===== config.mk =====
export PLATFORM = sky130hd
export DESIGN_NAME = irq_pend_unit
export DESIGN_NICKNAME = d
export VERILOG_FILES = /design/src/rtl/irq_pend_pkg.sv /design/src/rtl/nmi_edge_det.sv /design/src/rtl/irq_src_bank.sv /design/src/rtl/pend_stage.sv /design/src/rtl/irq_pend_unit.sv
export SDC_FILE = /design/constraint.sdc
export NUM_CORES = 1
export LEC_CHECK = 0
export BUFFER_PORTS_ARGS = -buffer_cell sky130_fd_sc_hd__buf_4
export CAP_MARGIN = 20
export CORE_MARGIN = 2
export CORE_UTILIZATION = 34
export CTS_CLUSTER_SIZE = 14
export DETAILED_ROUTE_END_ITERATION = 10
export GPL_ROUTABILITY_DRIVEN = 0
export PLACE_DENSITY_LB_ADDON = 0.1
export SLEW_MARGIN = 10
export SYNTH_ARGS = -nofsm -noshare
export SYNTH_HDL_FRONTEND = slang
export SYNTH_SLANG_ARGS = --single-unit

===== constraint.sdc =====
create_clock -name clk -period 1.35 [get_ports clk]
set_clock_uncertainty 0.2 [all_clocks]
set_input_delay 0 -clock clk [delete_from_list [all_inputs] [get_ports clk]]
set_output_delay 0 -clock clk [all_outputs]
set_load 0.05 [all_outputs]

===== src/rtl/irq_pend_pkg.sv =====
package irq_pend_pkg;

  localparam int unsigned SRC_W_DEF = 8;

  // low-to-high transition between two samples
  function automatic logic rise_seen(input logic prev_s, input logic cur_s);
    return cur_s & ~prev_s;
  endfunction

  // maskable request after the disable gate
  function automatic logic irq_request(input logic any_src, input logic dis);
    return any_src & ~dis;
  endfunction

  // one source bit: set takes priority over clear
  function automatic logic src_bit_next(input logic cur, input logic set_b, input logic clr_b);
    return set_b | (cur & ~clr_b);
  endfunction

endpackage


===== src/rtl/nmi_edge_det.sv =====
module nmi_edge_det
  import irq_pend_pkg::*;
(
  input  logic clk,
  input  logic rst_n,
  input  logic cyc_en,
  input  logic nmi_lvl,
  input  logic nmi_ack,
  output logic nmi_prev,
  output logic nmi_edge,
  output logic need_nmi
);

  logic prev_q;
  logic need_q;

  assign nmi_edge = cyc_en & rise_seen(prev_q, nmi_lvl);
  assign nmi_prev = prev_q;
  assign need_nmi = need_q;

  always_ff @(posedge clk) begin
    if (!rst_n) begin
      prev_q <= 1'b0;
      need_q <= 1'b0;
    end else begin
      if (cyc_en) prev_q <= nmi_lvl;
      need_q <= nmi_edge | (need_q & ~nmi_ack);
    end
  end

endmodule


===== src/rtl/irq_src_bank.sv =====
module irq_src_bank
  import irq_pend_pkg::*;
#(
  parameter int unsigned SRC_W = SRC_W_DEF,
  localparam int unsigned SEL_W = (SRC_W > 1) ? $clog2(SRC_W) : 1
) (
  input  logic             clk,
  input  logic             rst_n,
  input  logic [SRC_W-1:0] set_mask,
  input  logic [SRC_W-1:0] clr_mask,
  input  logic [SEL_W-1:0] sel,
  output logic [SRC_W-1:0] src,
  output logic             hit,
  output logic             any
);

  logic [SRC_W-1:0] src_q;

  for (genvar i = 0; i < SRC_W; i++) begin : g_bit
    always_ff @(posedge clk) begin
      if (!rst_n) src_q[i] <= 1'b0;
      else        src_q[i] <= src_bit_next(src_q[i], set_mask[i], clr_mask[i]);
    end
  end

  assign src = src_q;
  assign any = |src_q;
  assign hit = src_q[sel];

endmodule


===== src/rtl/pend_stage.sv =====
module pend_stage
  import irq_pend_pkg::*;
(
  input  logic clk,
  input  logic rst_n,
  input  logic cyc_en,
  input  logic lock_req,
  input  logic need_nmi,
  input  logic irq_any,
  input  logic irq_dis,
  output logic lock_eff,
  output logic nmi_pend,
  output logic irq_pend
);

  logic armed_q;
  logic nmi_q;
  logic irq_q;

  assign lock_eff = armed_q | lock_req;
  assign nmi_pend = nmi_q;
  assign irq_pend = irq_q;

  always_ff @(posedge clk) begin
    if (!rst_n) begin
      armed_q <= 1'b0;
      nmi_q   <= 1'b0;
      irq_q   <= 1'b0;
    end else if (cyc_en) begin
      armed_q <= 1'b0;
      if (!lock_eff) begin
        nmi_q <= need_nmi;
        irq_q <= irq_request(irq_any, irq_dis);
      end
    end else if (lock_req) begin
      armed_q <= 1'b1;
    end
  end

endmodule


===== src/rtl/irq_pend_unit.sv =====
module irq_pend_unit
  import irq_pend_pkg::*;
#(
  parameter int unsigned SRC_W = SRC_W_DEF,
  localparam int unsigned SEL_W = (SRC_W > 1) ? $clog2(SRC_W) : 1
) (
  input  logic             clk,
  input  logic             rst_n,
  input  logic             cyc_en,
  input  logic             nmi_lvl,
  input  logic             nmi_ack,
  input  logic [SRC_W-1:0] irq_set,
  input  logic [SRC_W-1:0] irq_clr,
  input  logic             irq_dis,
  input  logic             lock_req,
  input  logic             idle_cyc,
  input  logic [SEL_W-1:0] query_sel,
  output logic             query_hit,
  output logic [SRC_W-1:0] irq_src,
  output logic             need_nmi,
  output logic             nmi_pend,
  output logic             irq_pend,
  output logic             dummy_read
);

  logic nmi_prev;
  logic nmi_edge;
  logic irq_any;
  logic lock_eff;

  nmi_edge_det u_edge (
    .clk      (clk),
    .rst_n    (rst_n),
    .cyc_en   (cyc_en),
    .nmi_lvl  (nmi_lvl),
    .nmi_ack  (nmi_ack),
    .nmi_prev (nmi_prev),
    .nmi_edge (nmi_edge),
    .need_nmi (need_nmi)
  );

  irq_src_bank #(.SRC_W(SRC_W)) u_src (
    .clk      (clk),
    .rst_n    (rst_n),
    .set_mask (irq_set),
    .clr_mask (irq_clr),
    .sel      (query_sel),
    .src      (irq_src),
    .hit      (query_hit),
    .any      (irq_any)
  );

  pend_stage u_pend (
    .clk      (clk),
    .rst_n    (rst_n),
    .cyc_en   (cyc_en),
    .lock_req (lock_req),
    .need_nmi (need_nmi),
    .irq_any  (irq_any),
    .irq_dis  (irq_dis),
    .lock_eff (lock_eff),
    .nmi_pend (nmi_pend),
    .irq_pend (irq_pend)
  );

  assign dummy_read = idle_cyc & irq_pend;

endmodule


==> results of run 1 <==
-- worst max path at each step --
stage,start,endpoint
6_report,u_src.src[7],query_hit
3_3_place_gp,u_src.src[7],query_hit
5_1_grt,u_src.src[6],query_hit
4_1_cts,u_src.src[6],query_hit
2_1_floorplan,u_src.src[6],query_hit
3_5_place_dp,u_src.src[6],query_hit
-- power by group through the flow --
stage / combinational (W) / clock [W] / sequential [W]
after CTS: 0.000338 / 0.000236 / 0.000414
final: 0.000344 / 0.000231 / 0.000414
after detailed placement: 0.000279 / 0 / 0.000423
after floorplan: 0.0000755 / 0 / 0.000495
after global routing: 0.000364 / 0.000260 / 0.000417
after global placement: 0.000278 / 0 / 0.000421
-- layer usage --
layer,GRT usage (%),up-vias,wire length (µm),share of wire [%]
met5,0,-,0,0
met4,5.455,0,0,0
met3,3.333,0,92,5.2
met2,39.41,22,985,56
met1,21.34,292,683,39
li1,-,327,-,-
-- critical path, stage by stage, from the launching register on --
cell	delay [ns]
sky130_fd_sc_hd__dfxtp_4	0.34
sky130_fd_sc_hd__mux4_2	0.46
sky130_fd_sc_hd__mux2_4	0.27
sky130_fd_sc_hd__buf_6	0.15
-- cells in the final DEF (no fill, tap or decap), drive strengths merged --
cell type    instances
nand2                3
dfxtp               13
mux2                 1
nor2b                8
mux4                 2
nor4                 2
o22ai                1
or3b                 1
dlygate4sd3         22
nand2b               1
a211o                1
nand3                1
nor3b                1
o21a                 8
buf                 47
nor2                 1
inv                  1
and2                 2
clkbuf               4
a21boi               3
-- final cells by class --
class / count / area, µm² / share of cell area, %
clock buffers: 4 / 26.28 / 2.174
repair buffers: 69 / 576.8 / 47.72
inverters: 1 / 3.754 / 0.3106
flip-flops and latches: 13 / 285.3 / 23.60
well taps: 16 / 20.02 / 1.656
multi-input cells: 36 / 296.5 / 24.53
-- cells by family (layout without fill, tap and decap cells) --
family	after synthesis	after routing	synth area share, %
AOI/OAI and AO/OA	13	13	18.66
buffers and inverters	2	74	1.381
DFF	13	13	47.93
muxes	3	3	10.37
and+or+nand+nor	20	20	21.66
-- state kept, by name, indices dropped and copies added (netlist names) --
name	count
u_edge.nmi_prev	1
u_edge.need_nmi	1
u_src.src	8
u_pend.irq_pend	1
u_pend.armed_q	1
u_pend.nmi_pend	1
-- through the flow --
| step | instance area (µm²) | TNS, ns | hold WS, ns | worst slack, ns | power, W |
|---|---|---|---|---|---|
| 2_1_floorplan | 571.8 | -0.06296 | -0.1239 | -0.06296 | 0.0005703 |
| 3_3_place_gp | 940.9 | -0.1214 | -0.002690 | -0.07285 | 0.0006995 |
| 5_1_grt | 1209 | -0.5662 | 0.08325 | -0.4038 | 0.001041 |
| 6_report | 1209 | -0.4601 | 0.05614 | -0.3498 | 0.0009895 |
| 3_5_place_dp | 940.9 | -0.1289 | 0.003221 | -0.09080 | 0.0007025 |
| 4_1_cts | 1200 | -0.4044 | 0.05736 | -0.3589 | 0.0009884 |
-- what timing repair did --
| action | CTS | global route |
|---|---|---|
| pin swaps | 1 | 2 |
| endpoints found under the setup margin | 2 | 2 |
| hold buffers | 22 | 1 |
| setup buffers | 0 | 0 |
| hold endpoints to repair | 13 | 3 |
| resized for setup | 3 | 1 |
==> impl.org, run 1 <==
** Hold path
- The worst hold path was traced through 4 stages.
- Min-Delay Endpoint :: u_pend.irq_pend
- Path class of the lowest-slack min-delay path :: input port to register
- Worst hold start :: cyc_en

** Place
- Detailed placement HPWL :: 1132 µm
- In this run, placement finished with an instance count of 113.
- Port Buffer Count :: 39

** Yosys
- Netlist area before placement :: about 540 µm²
- Averaged over all synthesized cells, the footprint is 10.65 µm².
- The synthesized design devotes to its leading area cell type roughly 48% of total area.
- By count the netlist is led by sky130_fd_sc_hd__dfxtp_1 (13), sky130_fd_sc_hd__nor2b_1 (8), sky130_fd_sc_hd__o21a_1 (8).
- When the netlist entered floorplanning its net count stood at 78.
- Most area-consuming cells after synthesis :: sky130_fd_sc_hd__dfxtp_1 (48%), sky130_fd_sc_hd__o21a_1 (11%), sky130_fd_sc_hd__nor2b_1 (9.2%)
- The number of different library cells used by synthesis comes to 19.
- Among all cell types in the netlist, the one instantiated most often is sky130_fd_sc_hd__dfxtp_1.
- Portion of the post-synthesis area used by sequential elements :: 47.93%
- The cell count after synthesis came out at between 50 and 60.
- In the synthesized netlist the dominant register cell turns out to be sky130_fd_sc_hd__dfxtp_1.
- Of all flip-flops after synthesis, the portion carrying an async set or reset was 0%.
- Count of warnings emitted by yosys :: 0
- The synthesized design contains 0 enable-type register cells.
- Yosys top cell by area :: sky130_fd_sc_hd__dfxtp_1
- FF+latch count, synth :: 13

** GRT
- Number of global-route vias before repair :: just under 700
- Total global routing overflow :: 0
- The number of antenna violations at the first check in global routing came to 0.
- Global routing used 20.02% of the available tracks across all layers.
- Entering global routing, the biggest net connects 14 pins.
- Global-route wire length before repair :: between 2000 and 3000 µm

** Job
- Max-cap violations in this run came to 0.

** Critical path
- Measured in cells, the most critical reg-to-reg path has a length of 3.
- Start of the worst register-to-register path :: u_pend.armed_q
- In this run the critical register-to-register path is captured at u_pend.irq_pend.
- Data arrival at the endpoint of the critical path :: ~1.5 ns
- Required arrival time at the worst endpoint :: 1.15 ns
- The setup path with the least slack is of type register to primary output.
- Setup slack on the worst reg-to-reg path comes out at ~0.010 ns.
- Along the worst path, the maximum fanout reaches 2.
- Critical path endpoint category :: primary output
- STA classifies the critical path startpoint as a register.

** STA
- Max-slew violations :: 0
- The worst path uses 125.9% of the clock period.
- Setup repair after global routing could not meet its margin everywhere.
- At the pin with the least slew margin, the transition time is about 0.26 ns.
- After layout, the worst setup slack is -0.3498 ns.
- Total count of hold-check failures in the final report :: 0
- Min Tclk post-route :: 1.700 ns
- Setup violations remaining at the end of the flow were counted as 2.
- Fmax :: ~0.59 GHz
- Relative max-transition margin :: between 80% and 90%

** Run status
- Violations in the final reports :: setup timing
- Result of the run :: finished with violations

** Detailed routing
- Post-detailed-route count of antenna-violating nets :: 0
- The routed layout has around 640 vias.
- Number of search-and-repair iterations in the first detailed-routing pass :: 3
- The detailed router finished its first iteration with 4 violations.
- Dividing the detail-routed via count by the number of cells gives around 4.6.
- For this run, design rule violations remaining after detail routing come to 0.
- Wire length per cell :: about 13 µm
- Wirelength, routed :: 1761 µm

** Floorplan
- In this run the count of I/O pins placed on the die edge is 40.
- The floorplan has 14 rows.
- Floorplan die height :: approximately 44 µm
- Area enclosed by the die boundary :: between 1500 and 2000 µm²
- Total core area :: around 1500 µm²
- Initial Util :: a little over a third
- Width of the die :: around 44 µm

** Power and ir drop
- The worst-case IR drop observed on VDD is between 0.0006 and 0.0007 V.
- Switching power :: around 0.00029 W
- Internal power comes to 0.0007024 W.
- Combinational power share :: a little over a third
- Clock power frac :: 23.3%
- Net switching is between 20 and 30% of the power.
- Sequential share of power :: between 40% and 50%
- Leakage power of the design :: approximately 0.55 nW
- Power density of the placed cells :: around 820 nW/µm²

** Final layout
- After the flow finishes, the layout carries non-filler instances totaling roughly 140.
- Measured on the finished design, the core utilization comes to around four fifths.
- Post-layout nets :: around 150
- Fraction of layout cells with a size suffix above 1 :: between 50 and 60%
- Area added between synthesis and finish :: 122.6%
- The number of antenna diodes in the final layout is 0.
- Fill cells in the final layout number ~100.

** CTS
- The later pin in the worst-skew pair is clocked with a latency of ~0.27 ns.
- Clk slew on worst S/H paths :: approximately 0.08 ns
- CTS built an H-tree with a depth of 1.
- CTS tree :: yes
- Clock tree root driver cell :: sky130_fd_sc_hd__clkbuf_4
- Bufs on Longest Clock Path :: 2
- Buffers inserted during clock tree synthesis total 3.
- Total number of clock tree sinks :: 13
No activity file was read; power rests on OpenSTA's default activity.
==> run 2, diff against run 1 <==
--- a/config.mk
+++ b/config.mk
@@ -5,12 +5,12 @@
 export SDC_FILE = /design/constraint.sdc
 export NUM_CORES = 1
 export LEC_CHECK = 0
-export BUFFER_PORTS_ARGS = -buffer_cell sky130_fd_sc_hd__buf_4
 export CAP_MARGIN = 20
-export CORE_MARGIN = 2
-export CORE_UTILIZATION = 34
+export CORE_AREA = 2 2 39 41
 export CTS_CLUSTER_SIZE = 14
 export DETAILED_ROUTE_END_ITERATION = 10
+export DIE_AREA = 0 0 41 43
+export DONT_BUFFER_PORTS = 1
 export GPL_ROUTABILITY_DRIVEN = 0
 export PLACE_DENSITY_LB_ADDON = 0.1
 export SLEW_MARGIN = 10
==> impl.org, run 2 (synthesized netlist as in run 1, its figures left out) <==
** Critical path
- Critical-path cell list :: mux4_2, mux2_4
- Start of the worst register-to-register path :: u_pend.armed_q
- On the critical path the largest part of the delay comes from multiplexers.
- STA classifies the critical path endpoint as a primary output.
- The critical path in this run is classified as register to primary output.
- For the worst flop-to-flop path, the logic depth is 3.
- Among all stages on the critical path, the largest delay is contributed by sky130_fd_sc_hd__mux4_2.
- Together, buffers and inverters on the worst path number 0.
- Crit-path max FO :: 2
- The critical path runs through a total of 2 cells.
- End of the worst register-to-register path :: u_pend.irq_pend
- Required arrival time at the worst endpoint :: about 1.2 ns
- Data arrival at the endpoint of the critical path :: around 1.5 ns
- In this run the register-to-register setup slack is 0 ns.
- Critical path startpoint category :: register
- Crit path largest cell delay :: 0.47 ns
- Tracing the worst setup path back leads to its startpoint at u_src.src[6].

** Floorplan
- The floorplan has 14 rows.
- The floorplan step set the die height to roughly 43 µm.
- 40 I/O pins were placed.
- The initial utilization of the core area, before any placement, comes to between 30% and 40%.
- The floorplan step defined a die boundary enclosing 1763 µm².
- The floorplan step set the die width to roughly 40 µm.
- Total core area :: between 1000 and 1500 µm²

** GRT
- The number of global-route vias before repair is between 400 and 500.
- Initial antenna violation count :: 0
- Largest net degree at the start of global routing :: 14
- Total global routing overflow :: 0
- Combined global-route utilization of all metal layers :: 18.62%
- The first global-routing pass estimated 2166 µm of wire.

** Detailed routing
- Vias post-DR :: 536
- Number of search-and-repair iterations in the first detailed-routing pass :: 4
- Post-detailed-route count of antenna-violating nets :: 0
- DR vias/cell :: 4.963
- Wirelength, routed :: 1550 µm
- For this block, the initial DRC count from the detailed router was 3.
- Residual DRC :: 0
- Wire length per cell :: about 14 µm

** Final layout
- 0 antenna diodes ended up in the layout.
- Sequential cell area :: around 290 µm²
- Area added between synthesis and finish :: 79.72%
- Fill cells :: 108
- Most frequent standard cell in the layout excluding fill and tap cells :: sky130_fd_sc_hd__dlygate4sd3_1
- Fraction of layout cells with a size suffix above 1 :: 34.78%
- The top cell types in the final layout, fill and taps aside, are sky130_fd_sc_hd__dlygate4sd3_1 (22), sky130_fd_sc_hd__buf_4 (14), sky130_fd_sc_hd__nor2b_1 (8), sky130_fd_sc_hd__o21a_1 (8), sky130_fd_sc_hd__dfxtp_4 (6).
- Summing all multi-input logic gate instances after layout gives 281.5 µm².
- Max FFs per register :: 8
- Fin util :: between 70% and 80%
- The final layout contains 120 nets.

** CTS
- For the worst-skew pair, the clock arrives at the later sink with an insertion delay of 0.26 ns.
- CTS tree :: yes
- Clock tree root driver cell :: sky130_fd_sc_hd__clkbuf_4
- Clk slew on worst S/H paths :: around 0.07 ns
- For this design, the sink count on the clock tree is 13.
- In this run the number of H-tree levels came out at 1.
- Bufs on Longest Clock Path :: 2
- Cts bufs inserted :: 3

** STA
- Max-slew violations :: 0
- In this run the tightest slew margin relative to its limit is between 60 and 70%.
- Setup WS post-layout :: -0.3046 ns
- The worst path uses 122.6% of the clock period.
- After routing, the total negative slack on setup checks comes to -0.3046 ns.
- Static timing analysis puts the maximum clock frequency at slightly above 0.6 GHz.
- Setup repair after global routing could not meet its margin everywhere.
- Setup violations remaining at the end of the flow were counted as 1.
- Transition time of the tightest slew-check pin :: between 0.4 and 0.5 ns
- Across all hold checks on the routed design, the worst slack comes to roughly 0.01 ns.
- After layout, the minimum clock period comes to ~1.7 ns.
- The count of final hold-check violations is 0.

** Place
- In this run the tool buffered the top-level ports with 0 buffer cells.
- Detailed placement HPWL :: around 1000 µm
- Prior to clock tree synthesis, the placed netlist has a worst setup slack of -0.02591 ns.

** Hold path
- The worst hold path terminates at u_pend.nmi_pend.
- The tightest min-delay check is of the input port to register type.
- Min-Delay Path Depth :: 3
- The startpoint identified for the worst hold timing path is cyc_en.

** Power and ir drop
- Leakage power of the design :: between 0.4 and 0.5 nW
- Across the VDD grid, the largest voltage drop is approximately 0.00054 V.
- Power density of the placed cells :: ~900 nW/µm²
- Overall power consumption after layout is estimated at 0.0009030 W.

** Run status
- The checks that failed: setup timing.
- The flow ran to the end, but the final reports show violations.

** Job
- Maximum Capacitance Violations :: 0
## run 2: power by group
group          switching [W]  internal (W)  total, W
combinational       0.000134      0.000123  0.000257
sequential         0.0000157      0.000403  0.000419
clock               0.000113      0.000114  0.000227
total               0.000263      0.000640  0.000903
## run 2: worst max-delay path by stage
| stage | to |
|---|---|
| 6_report | query_hit |
| 5_1_grt | query_hit |
| 4_1_cts | query_hit |
| 3_5_place_dp | u_pend.irq_pend |
| 3_3_place_gp | u_pend.irq_pend |
| 2_1_floorplan | query_hit |
## run 2: timing repair
action | 4_1_cts | 5_1_grt
endpoints found under the hold margin | 13 | 1
gates cloned | 0 | 0
gates resized for setup | 1 | 2
pin swaps | 1 | 0
hold buffers | 22 | 1
buffers inserted | 0 | 2
setup endpoints to repair | 2 | 2
## run 2: stage by stage
step	area [µm²]	instances
CTS	947.2	105
floorplan	571.8	51
global route	975.9	108
detailed placement	698.2	79
global placement	698.2	79
finish	975.9	108
## run 2: area by class of cell
type,instances,share of cell area (%)
Clock buffer,4,2.692
Inverter,1,0.3846
Multi-Input combinational cell,36,28.85
Timing Repair Buffer,38,36.67
Tap cell,16,2.051
Sequential cell,13,29.36
## run 2: worst reg2reg max path: cells and delay by family, from the launching register on
family / cells / cell delay, ns
AO/OA/AOI/OAI: 2 / 0.36
AND/OR/NAND/NOR: 1 / 0.41
flip-flops: 1 / 0.33
## run 2: layer usage
| metal | track usage, % | routed length [µm] | vias up |
|---|---|---|---|
| li1 | - | - | 266 |
| met1 | 19.46 | 567 | 246 |
| met2 | 35.31 | 885 | 24 |
| met3 | 3.141 | 97 | 0 |
| met4 | 4.000 | 0 | 0 |
| met5 | 0 | 0 | - |
==> run 3, diff against run 2 <==
--- a/config.mk
+++ b/config.mk
@@ -16,4 +16,5 @@
 export SLEW_MARGIN = 10
 export SYNTH_ARGS = -nofsm -noshare
 export SYNTH_HDL_FRONTEND = slang
+export SYNTH_HIERARCHICAL = 1
 export SYNTH_SLANG_ARGS = --single-unit
==> impl.org, run 3 <==
** Power and ir drop
- Maximum VDD drop :: between 0.0006 and 0.0007 V
- Power density of the placed cells :: ~920 nW/µm²
- Power comes to 0.0008961 W.
- In this run the static leakage power is around 0.40 nW.

** Final layout
- Compared with the post-synthesis result, the final layout area differs by 71.74%.
- 0 antenna diodes ended up in the layout.
- Leaving out fill and tap cells, the most frequent cell in the layout is sky130_fd_sc_hd__dlygate4sd3_1.
- Most used cells in the layout excluding fill and tap cells :: sky130_fd_sc_hd__dlygate4sd3_1 (22), sky130_fd_sc_hd__buf_4 (13), sky130_fd_sc_hd__nor2b_1 (8), sky130_fd_sc_hd__o21a_1 (8), sky130_fd_sc_hd__dfxtp_4 (8)
- Fin util :: around 70%
- The register with the most flip-flops in the layout has 8 of them.
- Cells with a size suffix above 1 make up 32.97% of the layout.
- After the flow finishes, the layout carries non-filler instances totaling between 100 and 150.
- The final layout contains 119 nets.

** Place
- Buffers placed on the I/O ports in this run total 0.
- OpenSTA, run right after detailed placement, puts the worst setup slack at -0.004755 ns.
- Detailed placement HPWL :: 1016 µm
- Dpl cells :: 79

** Critical path
- Crit-path max FO :: 2
- Data on the critical path is required at its endpoint by 1.15 ns.
- Buffering stage count on the worst path with inverters included :: 0
- WP depth :: 2
- Start of the worst register-to-register path :: u_src/src[7]
- Gate family responsible for the most delay along the worst path :: multiplexers
- The setup check on the worst reg-to-reg path leaves a slack of 0.02 ns.
- The setup path with the least slack is of type register to primary output.
- Critical path startpoint category :: register
- Crit path largest cell delay :: between 0.4 and 0.5 ns
- The most critical setup path has its startpoint at u_src/src[7].
- The worst register-to-register path has a depth of 5.
- Data arrival at the endpoint of the critical path :: around 1.4 ns
- Critical path endpoint category :: primary output
- Critical-path cell list :: mux4_2, mux2_4
- End of the worst register-to-register path :: u_pend/irq_pend
- On the critical path, the stage with the largest delay is an instance of sky130_fd_sc_hd__mux4_2.

** STA
- At the pin with the least slew margin, the transition time is 0.5469 ns.
- Min Tclk post-route :: 1.632 ns
- Setup violations remaining at the end of the flow were counted as 1.
- Total count of hold-check failures in the final report :: 0
- The number of pins with negative max-slew slack in the final report is 0.
- Setup repair after global routing could not meet its margin everywhere.
- Dividing the final minimum period by the clock period gives 120.9%.
- In this run the tightest slew margin relative to its limit is a little under two thirds.
- Fmax :: slightly above 0.6 GHz
- In the post-route analysis, the smallest setup slack over all paths is -0.2825 ns.

** Yosys
- Netlist area before placement :: approximately 570 µm²
- Synthesized area per cell :: between 10 and 15 µm²
- Number of nets in the synthesized netlist :: between 70 and 80
- Count of warnings emitted by yosys :: 6
- Cell count after synthesis :: 52

** Detailed routing
- Number of search-and-repair iterations in the first detailed-routing pass :: 2
- Wirelength, routed :: 1512 µm
- The routed layout has 542 vias.
- In the final routed layout, each cell accounts on average for 14.13 µm.
- For this block, the initial DRC count from the detailed router was 1.
- In this run the remaining antenna-violating nets after routing total 0.
- After detailed routing, the number of vias per cell comes to between 5 and 6.
- Residual DRC :: 0

** GRT
- Across every metal layer, demand over resource in global routing totals 18.39%.
- The number of antenna violations at the first check in global routing was 0.
- Number of global-route vias before repair :: around 540
- Global-route wire length before repair :: roughly 2200 µm
- Total global routing overflow :: 0
- Largest net degree at the start of global routing :: 17

** CTS
- Clock-pin slew was measured on the worst setup and hold paths at 0.07 ns.
- The root buffer cell chosen for the clock tree is sky130_fd_sc_hd__clkbuf_4.
- Gates resized during post-CTS repair numbered 0.
- Total number of clock tree sinks :: 13
- In this run the number of H-tree levels came out at 1.
- Clock latency on the worst-skew pair, taken at its later pin, is 0.26 ns.
- Bufs on Longest Clock Path :: 2
- In this run, CTS created clock tree buffers numbering 3.
- CTS tree :: yes

** Floorplan
- The core region is 1384 µm².
- The die covers about 1800 µm².
- Width of the die :: 41 µm
- Initial Util :: around two fifths
- Floorplan die height :: 43 µm
- Standard-cell row count :: 14
- For this design the top-level I/O count stands at 40.

** Run status
- Violations in the final reports :: setup timing
- The flow ran to the end, but the final reports show violations.

** Hold path
- Min-Delay Endpoint :: query_hit
- The worst hold path begins at query_sel[1].
- Min-Delay Path Depth :: 1
- Path class of the lowest-slack min-delay path :: input port to primary output

** Job
- Maximum Capacitance Violations :: 0
## run 3: final cells by class
class,instances,area [µm²]
clock buffers,4,26.28
fillers,102,410.4
multi-input cells,38,299.0
flip-flops and latches,13,290.3
well taps,16,20.02
repair buffers,36,337.8
## run 3: what timing repair did
item,in CTS,in global routing
hold buffers,22,0
cloned,0,0
setup buffers,2,0
setup endpoints to repair,1,2
hold endpoints to repair,13,0
## run 3: report_power, final
group / internal [W] / switching [W] / total, W
registers: 0.000401 / 0.0000160 / 0.000417
clock network: 0.000114 / 0.000111 / 0.000225
logic: 0.000119 / 0.000135 / 0.000254
total: 0.000634 / 0.000262 / 0.000896
## run 3: how the worst max path moves through the flow
stage / end
after floorplan: query_hit
after global placement: query_hit
after detailed placement: query_hit
after CTS: query_hit
after global routing: query_hit
final: query_hit
## run 3: routing by layer
layer	wire length [µm]	track usage, %	vias to the layer above
met5	0	0	-
met2	837	36.88	30
met1	520	16.05	249
met3	154	4.712	0
li1	-	-	263
met4	0	4.000	0
## run 3: through the flow
step	area, µm²	hold slack (ns)	TNS (ns)
after floorplan	593.1	-0.07693	-0.06302
after global placement	711.9	-0.07773	0
after detailed placement	711.9	-0.07173	-0.004755
after CTS	973.4	0.03492	-0.2950
after global routing	973.4	0.03743	-0.4058
final	973.4	0.03456	-0.2825
